===== src/rtl/sram_ctrl_pkg.sv =====
package sram_ctrl_pkg;

  typedef enum logic [1:0] {
    ST_IDLE  = 2'd0,
    ST_READ  = 2'd1,
    ST_WRITE = 2'd2,
    ST_TURN  = 2'd3
  } seq_state_t;

  function automatic int ceil_div(input int num, input int den);
    return (num + den - 1) / den;
  endfunction

  function automatic int max2(input int a, input int b);
    return (a > b) ? a : b;
  endfunction

endpackage


===== src/rtl/sram_wait_timer.sv =====
module sram_wait_timer #(
  parameter int CNT_W = 4
) (
  input  logic             clk,
  input  logic             rst,
  input  logic             load,
  input  logic [CNT_W-1:0] load_val,
  output logic             zero
);

  logic [CNT_W-1:0] cnt;

  always_ff @(posedge clk) begin
    if (rst) begin
      cnt <= '0;
    end else if (load) begin
      cnt <= load_val;
    end else if (cnt != '0) begin
      cnt <= cnt - 1'b1;
    end
  end

  assign zero = (cnt == '0);

endmodule


===== src/rtl/sram_ctrl_seq.sv =====
module sram_ctrl_seq
  import sram_ctrl_pkg::*;
#(
  parameter int ADDR_W = 17,
  parameter int DATA_W = 8,
  parameter int CNT_W  = 4,
  parameter int RD_CYC = 7,
  parameter int WR_CYC = 7,
  parameter int TA_CYC = 3
) (
  input  logic              clk,
  input  logic              rst,
  input  logic              req,
  input  logic              req_we,
  input  logic [ADDR_W-1:0] req_addr,
  input  logic [DATA_W-1:0] req_wdata,
  input  logic              t_zero,
  output logic              t_load,
  output logic [CNT_W-1:0]  t_val,
  output logic              rdy,
  output logic [DATA_W-1:0] rdata,
  output logic [ADDR_W-1:0] ram_addr,
  output logic [DATA_W-1:0] ram_dq_o,
  input  logic [DATA_W-1:0] ram_dq_i,
  output logic              ram_dq_oe,
  output logic              ram_en_n,
  output logic              ram_en,
  output logic              ram_wr_n,
  output logic              ram_rd_n
);

  localparam logic [CNT_W-1:0] RD_LOAD = CNT_W'(RD_CYC - 1);
  localparam logic [CNT_W-1:0] WR_LOAD = CNT_W'(WR_CYC - 1);
  localparam logic [CNT_W-1:0] TA_LOAD = CNT_W'(TA_CYC - 1);

  seq_state_t state;
  logic       take;

  assign take = (state == ST_IDLE) && req;

  // The timer starts a window on acceptance and again when a read hands over to turnaround
  always_comb begin
    t_load = take || ((state == ST_READ) && t_zero);
    if (state == ST_IDLE) begin
      t_val = req_we ? WR_LOAD : RD_LOAD;
    end else begin
      t_val = TA_LOAD;
    end
  end

  always_ff @(posedge clk) begin
    if (rst) begin
      state     <= ST_IDLE;
      rdy       <= 1'b0;
      rdata     <= '0;
      ram_addr  <= '0;
      ram_dq_o  <= '0;
      ram_dq_oe <= 1'b0;
      ram_en_n  <= 1'b1;
      ram_en    <= 1'b0;
      ram_wr_n  <= 1'b1;
      ram_rd_n  <= 1'b1;
    end else begin
      rdy <= 1'b0;
      case (state)
        ST_IDLE: begin
          if (req) begin
            ram_addr <= req_addr;
            ram_en_n <= 1'b0;
            ram_en   <= 1'b1;
            if (req_we) begin
              ram_wr_n  <= 1'b0;
              ram_dq_oe <= 1'b1;
              ram_dq_o  <= req_wdata;
              state     <= ST_WRITE;
            end else begin
              ram_rd_n <= 1'b0;
              state    <= ST_READ;
            end
          end
        end
        ST_READ: begin
          if (t_zero) begin
            rdata    <= ram_dq_i;
            ram_rd_n <= 1'b1;
            ram_en_n <= 1'b1;
            ram_en   <= 1'b0;
            state    <= ST_TURN;
          end
        end
        ST_TURN: begin
          if (t_zero) begin
            rdy   <= 1'b1;
            state <= ST_IDLE;
          end
        end
        ST_WRITE: begin
          if (t_zero) begin
            ram_wr_n  <= 1'b1;
            ram_dq_oe <= 1'b0;
            ram_en_n  <= 1'b1;
            ram_en    <= 1'b0;
            rdy       <= 1'b1;
            state     <= ST_IDLE;
          end
        end
        default: state <= ST_IDLE;
      endcase
    end
  end

  // the bus is driven only under an active write strobe
  p_drive_under_wstb_r4: assert property (@(posedge clk) disable iff (rst)
    ram_dq_oe |-> !ram_wr_n);

  // read and write strobes are mutually exclusive
  p_rd_wr_exclusive_r3: assert property (@(posedge clk) disable iff (rst)
    !(!ram_rd_n && !ram_wr_n));

  // any strobe implies both selects active
  p_strobe_selected_r2: assert property (@(posedge clk) disable iff (rst)
    (!ram_rd_n || !ram_wr_n) |-> (!ram_en_n && ram_en));

  // address frozen while selected
  p_addr_hold_r5: assert property (@(posedge clk) disable iff (rst)
    (!ram_en_n && $past(!ram_en_n)) |-> $stable(ram_addr));

  // completion is a single-cycle pulse
  p_rdy_single_r8: assert property (@(posedge clk) disable iff (rst)
    rdy |=> !rdy);

  // the cycle after a read ends never drives the bus
  p_turnaround_r7: assert property (@(posedge clk) disable iff (rst)
    $rose(ram_rd_n) |=> !ram_dq_oe);

endmodule


===== src/rtl/sram_ctrl.sv =====
module sram_ctrl
  import sram_ctrl_pkg::*;
#(
  parameter int ADDR_W   = 17,
  parameter int DATA_W   = 8,
  parameter int CLK_NS   = 10,
  parameter int T_RC_NS  = 70,
  parameter int T_AA_NS  = 70,
  parameter int T_OE_NS  = 40,
  parameter int T_WC_NS  = 70,
  parameter int T_WP_NS  = 50,
  parameter int T_AW_NS  = 60,
  parameter int T_DW_NS  = 30,
  parameter int T_HZ_NS  = 30
) (
  input  logic              clk,
  input  logic              rst,
  input  logic              req,
  input  logic              req_we,
  input  logic [ADDR_W-1:0] req_addr,
  input  logic [DATA_W-1:0] req_wdata,
  output logic              rdy,
  output logic [DATA_W-1:0] rdata,
  output logic [ADDR_W-1:0] ram_addr,
  output logic [DATA_W-1:0] ram_dq_o,
  input  logic [DATA_W-1:0] ram_dq_i,
  output logic              ram_dq_oe,
  output logic              ram_en_n,
  output logic              ram_en,
  output logic              ram_wr_n,
  output logic              ram_rd_n
);

  localparam int RD_CYC  = ceil_div(max2(T_RC_NS, max2(T_AA_NS, T_OE_NS)), CLK_NS);
  localparam int WR_CYC  = ceil_div(max2(max2(T_WC_NS, T_WP_NS), max2(T_AW_NS, T_DW_NS)), CLK_NS);
  localparam int TA_CYC  = max2(1, ceil_div(T_HZ_NS, CLK_NS));
  localparam int MAX_CYC = max2(RD_CYC, max2(WR_CYC, TA_CYC));
  localparam int CNT_W   = $clog2(MAX_CYC + 1);

  logic             t_load;
  logic             t_zero;
  logic [CNT_W-1:0] t_val;

  sram_wait_timer #(
    .CNT_W(CNT_W)
  ) u_timer (
    .clk      (clk),
    .rst      (rst),
    .load     (t_load),
    .load_val (t_val),
    .zero     (t_zero)
  );

  sram_ctrl_seq #(
    .ADDR_W (ADDR_W),
    .DATA_W (DATA_W),
    .CNT_W  (CNT_W),
    .RD_CYC (RD_CYC),
    .WR_CYC (WR_CYC),
    .TA_CYC (TA_CYC)
  ) u_seq (
    .clk       (clk),
    .rst       (rst),
    .req       (req),
    .req_we    (req_we),
    .req_addr  (req_addr),
    .req_wdata (req_wdata),
    .t_zero    (t_zero),
    .t_load    (t_load),
    .t_val     (t_val),
    .rdy       (rdy),
    .rdata     (rdata),
    .ram_addr  (ram_addr),
    .ram_dq_o  (ram_dq_o),
    .ram_dq_i  (ram_dq_i),
    .ram_dq_oe (ram_dq_oe),
    .ram_en_n  (ram_en_n),
    .ram_en    (ram_en),
    .ram_wr_n  (ram_wr_n),
    .ram_rd_n  (ram_rd_n)
  );

endmodule


===== config.mk =====
export PLATFORM = sky130hd
export DESIGN_NAME = sram_ctrl
export DESIGN_NICKNAME = d
export VERILOG_FILES = /design/src/rtl/sram_ctrl_pkg.sv /design/src/rtl/sram_wait_timer.sv /design/src/rtl/sram_ctrl_seq.sv /design/src/rtl/sram_ctrl.sv
export SDC_FILE = /design/constraint.sdc
export NUM_CORES = 1
export LEC_CHECK = 0
export ABC_CLOCK_PERIOD_IN_PS = 2150
export BUFFER_PORTS_ARGS = -buffer_cell sky130_fd_sc_hd__buf_2
export CAP_MARGIN = 10
export CORE_UTILIZATION = 34
export DETAILED_ROUTE_END_ITERATION = 16
export PLACE_DENSITY_LB_ADDON = 0.1
export SLEW_MARGIN = 20
export SYNTH_ARGS = -nofsm -noshare
export SYNTH_HDL_FRONTEND = slang
export SYNTH_HIERARCHICAL = 1
export SYNTH_SLANG_ARGS = --single-unit
export TNS_END_PERCENT = 50

===== constraint.sdc =====
create_clock -name clk -period 2.15 [get_ports clk]
set_clock_uncertainty 0.15 [all_clocks]
set_input_delay 0.43 -clock clk [delete_from_list [all_inputs] [get_ports clk]]
set_output_delay 0.43 -clock clk [all_outputs]
set_load 0.01 [all_outputs]

# Word-level counts from Yosys, hierarchy flattened
# Cells that the tools add are included.
dict set report totals {
  out_inout_bits 39
  inputBits 37
  reg_bits 44
}
dict set report op_classes {
  addsub 1
  n_bitwise 1
  eq_ne 10
  muxes 24
  reduce_logical 20
}
# cell n
set ops {}
lappend ops {{two-way mux 1 bit} 11}
lappend ops {{case mux 1 bit (2 select lines)} 5}
lappend ops {{two-way mux 3 bit} 3}
lappend ops {{AND reduction 3 bit} 3}
lappend ops {{two-way mux 2 bit} 4}
lappend ops {{!= test 2 x 1 -> 1 bit (second input constant)} 4}
lappend ops {{AND reduction 4 bit} 2}
lappend ops {{nonzero test 2 bit} 4}
lappend ops {{!= test 2 bit (second input constant)} 3}
lappend ops {{case mux 2 bit (3 select lines)} 1}
lappend ops {{OR reduction 2 bit} 3}
lappend ops {{equality test 2 bit (second input constant)} 2}
lappend ops {{AND reduction 2 bit} 2}
lappend ops {{logical NOT 3 bit} 1}
lappend ops {{nonzero test 3 bit} 1}
lappend ops {{subtractor 3 x 1 -> 3 bit (second input constant)} 1}
lappend ops {{equality test 2 x 1 -> 1 bit (second input constant)} 1}
lappend ops {{logical AND 1 bit} 2}
lappend ops {{logical NOT 2 bit} 1}
lappend ops {{logical OR 1 bit} 1}
lappend ops {{inverter 1 bit} 1}

# Logic depth before layout (Yosys ltp)
dict set report depth {
  depth_word 4
  depth_mapped 8
  mapped_depth_nobuf 8
}

# Cells and area by module
# The synthesis kept the hierarchy.
# mod instances cells_per_inst area_each_um2 seq_area_each_um2
set by_module_without_submodules {}
lappend by_module_without_submodules {sram_ctrl_seq 1 194 1680.4 820.8}
lappend by_module_without_submodules {sram_wait_timer 1 22 206.4 60.1}

# Worst setup path after synthesis
# Ideal clock, no wire load.
dict set report synth_path {
  path_kind {flip-flop to flip-flop}
  from {register u_seq.state[0]}
  to {register u_timer.cnt[0]}
  path_buffers 1
  required_ns 1.888
  arrival_ns 1.604
  path_stages_with_launch 8
  setup_ns 0.112
  path_slack_ns 0.284
  path_cell_list {dfxtp_1 > inv_1 > ha_1 > nand2_2 > buf_2 > nand2_1 > nor2b_1 > a2111oi_1}
}
dict set report synth_via {
  elab_chain_cells 4
}
# item line_no
set synth_lines {}
lappend synth_lines {{start, declared} sram_ctrl_seq.sv:36} ;# seq_state_t state;
lappend synth_lines {{start signal, assigned} sram_ctrl_seq.sv:53} ;# state <= ST_IDLE;
lappend synth_lines {{start signal, assigned} sram_ctrl_seq.sv:75} ;# state <= ST_WRITE;
lappend synth_lines {{start signal, assigned} sram_ctrl_seq.sv:78} ;# state <= ST_READ;
lappend synth_lines {{equality test 2 x 1 -> 1 bit / logical NOT 2 bit (equally long branches)} {sram_ctrl_seq.sv:43, sram_ctrl_seq.sv:39}}
lappend synth_lines {{logical AND 1 bit, on equally long branches} {sram_ctrl_seq.sv:43, sram_ctrl_seq.sv:39}}
lappend synth_lines {{logical OR 1 bit *} sram_ctrl_seq.sv:43} ;# t_load = take || ((state == ST_READ) && t_zero);
lappend synth_lines {{net t_load} sram_ctrl.sv:40} ;# logic t_load;
lappend synth_lines {{two-way mux 3 bit / nonzero test 2 bit (equally long branches)} n/a}
lappend synth_lines {{end signal, assigned} sram_wait_timer.sv:17} ;# cnt <= load_val;
lappend synth_lines {{end signal, assigned} sram_wait_timer.sv:19} ;# cnt <= cnt - 1'b1;
lappend synth_lines {{end, declared} sram_wait_timer.sv:11} ;# logic [CNT_W-1:0] cnt;
# The timed path passes the listed nets; every way through them passes the cells marked *.
# A chain may end at the register's enable or synchronous reset.

# Worst setup path after layout
dict set report layout_path {
  from {register u_timer.cnt[0]}
  to {register u_timer.cnt[0]}
}
dict set report layout_via {
  elab_chain_cells 4
}
# item line_no
set layout_lines {}
lappend layout_lines {{logical NOT 3 bit *} sram_wait_timer.sv:23} ;# assign zero = (cnt == '0);
lappend layout_lines {{net t_zero} sram_ctrl.sv:41} ;# logic t_zero;
lappend layout_lines {{logical AND 1 bit *} sram_ctrl_seq.sv:43}
lappend layout_lines {{logical OR 1 bit *} sram_ctrl_seq.sv:43}
lappend layout_lines {{net t_load} sram_ctrl.sv:40}
lappend layout_lines {{two-way mux 3 bit / nonzero test 2 bit (equally long branches)} n/a}
# The timed path passes the listed nets; every way through them passes the cells marked *. The select of a mux whose other input is x is not followed.

==> results by group <==
Die
  – Io pins: 76
  – Core Area: 5240 µm²
  – Height of the die: 76.5 µm
  – Initial Util: 36.0%
  – Full die area: 5850 µm²
  – Die W: 76.5 µm
  – FP Rows: 26

Yosys
  – Avg Inst Size Synth: 8.74 µm²
  – Ys async rst share: 0%
  – Yosys top cell area share: 46.7%
  – Syn nets: 262
  – Commonest cells post-synth: 49 x nand2_1, 44 x dfxtp_1, 28 x a21oi_1
  – Syn Std Cell Area: 1890 µm²
  – Synth top area cells: dfxtp_1 47%, nand2_1 9.7%, a21oi_1 7.4%
  – Count leader, synth: nand2_1
  – Sequential-to-total area share from yosys stat: 46.7%
  – Mapped Cells: 216
  – Number of synthesized flops with an enable pin: 0
  – Seq cells post-synth: 44
  – Synth Warn #: 6
  – Yosys cell types: 37
  – Leading area contributor after synthesis: dfxtp_1
  – Top FF cell, synth: dfxtp_1

Power
  – PwrDens: 1230 nW/µm²
  – VDD IR-drop max: 0.000533 V
  – P_leak: 1.18 nW

Timing
  – Final setup violation count: 0
  – Fmax achieved: 536 MHz
  – Relative slew slack: 60.8%
  – Hold Fails Final Rpt: 0
  – Final min period: 1870 ps
  – Final Max Tran Viols: 0
  – Setup TNS: 0 ps
  – Slew @ Worst Pin: 588 ps
  – RSZ-0062 raised after global routing: no
  – Tcrit/Tclk final: 86.8%

Global route
  – Gr usage total: 15.2%
  – GR Layer Usage met2: 26.8%
  – Largest net degree at the start of global routing: 25
  – Vias in the first global route: 1598
  – M1 GR Usage: 17.6%
  – Met3 GRT Util: 4.19%
  – Grt peak-use layer: met2
  – Antenna violations before repair: 0
  – Gr ovfl total: 0
  – First-pass GRT wire length: 7150 µm

Clocking
  – Worst-path clk slew: 80 ps
  – CTS tree: built
  – Worst skew pair latency: 290 ps
  – Setup bufs post-CTS: 0
  – H-tree Lvls: 2
  – Hold_buf cts: 0
  – Cts repair resizes: 0
  – Sink Count: 44
  – CTS Buffer Depth: 2
  – CTS root buf: clkbuf_8
  – Total CTS buffers: 5

Status
  – Status: finished, final reports clean

Critical path
  – CP endpoint kind: register
  – CP Class: register to register
  – CP arrival: 1900 ps
  – Worst setup SP type: register
  – Worst Path Max Fanout: 8
  – Worst EP required: 2190 ps
  – R2R setup slack: 280 ps

Cells and area
  – Number of fill cells: 545
  – Multi-input gate area: 900 µm²
  – Share of layout cells above drive strength 1: 32.2%
  – # nets final: 340
  – Synthesis-to-layout area growth: 28.8%
  – Final core utilization: 46.4%
  – Sequential cell area: 881 µm²
  – Diodes inserted: 0

Place
  – Port Buffers: 75
  – DP HPWL: 3150 µm
  – RePlAce Congestion: 0.734

Drt
  – Routed wire length: 4380 µm
  – Routed vias/inst: 4.58
  – Vias: 1671
  – Drt pass-1 iters: 4
  – DR iter-0 viols: 55
  – DRC viols: 0
  – Routed len/inst: 12.0 µm
  – Antenna viol nets, final: 0

Flow run
  – Max cap viols: 0

Hold path
  – Hold Path Class: input port to register
-- state kept, by name, summed over array words and instances (netlist names) --
register         flops
u_seq/ram_addr      17
u_seq/ram_dq_o       8
u_seq/ram_dq_oe      1
u_seq/ram_en         1
u_seq/ram_en_n       1
u_seq/ram_rd_n       1
u_seq/ram_wr_n       1
u_seq/rdata          8
u_seq/rdy            1
u_seq/state          2
u_timer/cnt          3
-- stage by stage --
stage | total power, mW | cell area, µm² | hold WS, ps | setup slack (ps) | instances
floorplan | 2.01 | 1890 | 331 | 284 | 216
global placement | 2.37 | 2320 | 291 | 284 | 357
detailed placement | 2.38 | 2320 | 294 | 293 | 357
CTS | 3.01 | 2430 | 209 | 273 | 365
global route | 3.19 | 2430 | 210 | 104 | 365
finish | 2.99 | 2430 | 214 | 285 | 365
-- critical path, stage by stage (launching register included) --
cell,delay [ps]
dfxtp_1,350
inv_1,60
ha_1,230
nand2b_1,150
inv_1,90
nand2_1,90
nand2_1,170
nor2b_1,190
a2111oi_1,280
-- cells in the final DEF (no fill, tap or decap), types with 3 or more instances in the layout --
master / synthesis / layout
a21oi_1: 28 / 28
buf_2: 6 / 75
buf_4: 2 / 7
clkbuf_8: 0 / 5
dfxtp_1: 44 / 44
ha_1: 9 / 9
inv_1: 7 / 7
mux2i_1: 10 / 10
nand2_1: 49 / 49
nand2b_1: 3 / 3
nand3_1: 10 / 10
nor2_1: 10 / 10
nor2b_1: 6 / 6
-- power by group --
part	internal, mW	switching, mW	leakage, nW	total, mW
Clock	0.345	0.282	0.0552	0.627
Sequential	0.999	0.102	0.361	1.10
Combinational	0.530	0.728	0.763	1.26
-- cells by family after synthesis --
group,share of synthesized area [%]
buffers and inverters,5.64
AOI/OAI and AO/OA,12.7
and+or+nand+nor,22.7
other,0.398
muxes,5.90
adders and majority gates,5.97
DFF,46.7
-- final timing paths --
| path | startpoint | endpoint | depth (start not counted) |
|---|---|---|---|
| max | u_timer/cnt[0] | u_timer/cnt[0] | 8 |
| max reg2reg | u_timer/cnt[0] | u_timer/cnt[0] | 8 |
| min reg2reg | u_seq/ram_addr[3] | u_seq/ram_addr[3] | 2 |
| min | req_addr[9] | u_seq/ram_addr[9] | 3 |
-- cell type report --
type | count | area share, %
sequential | 44 | 36.3
clock inverter | 2 | 1.44
inverter | 7 | 1.08
timing repair buffer | 82 | 17.6
clock buffer | 6 | 2.99
multi-input combinational | 154 | 37.0
tap | 70 | 3.60
-- per-layer routing --
metal	routed length, µm	part of all wire (%)
met5	0	0
met2	2090	48
met4	38	0.87
met1	2040	47
met3	212	4.8
Power figures use the tool's default switching activity.
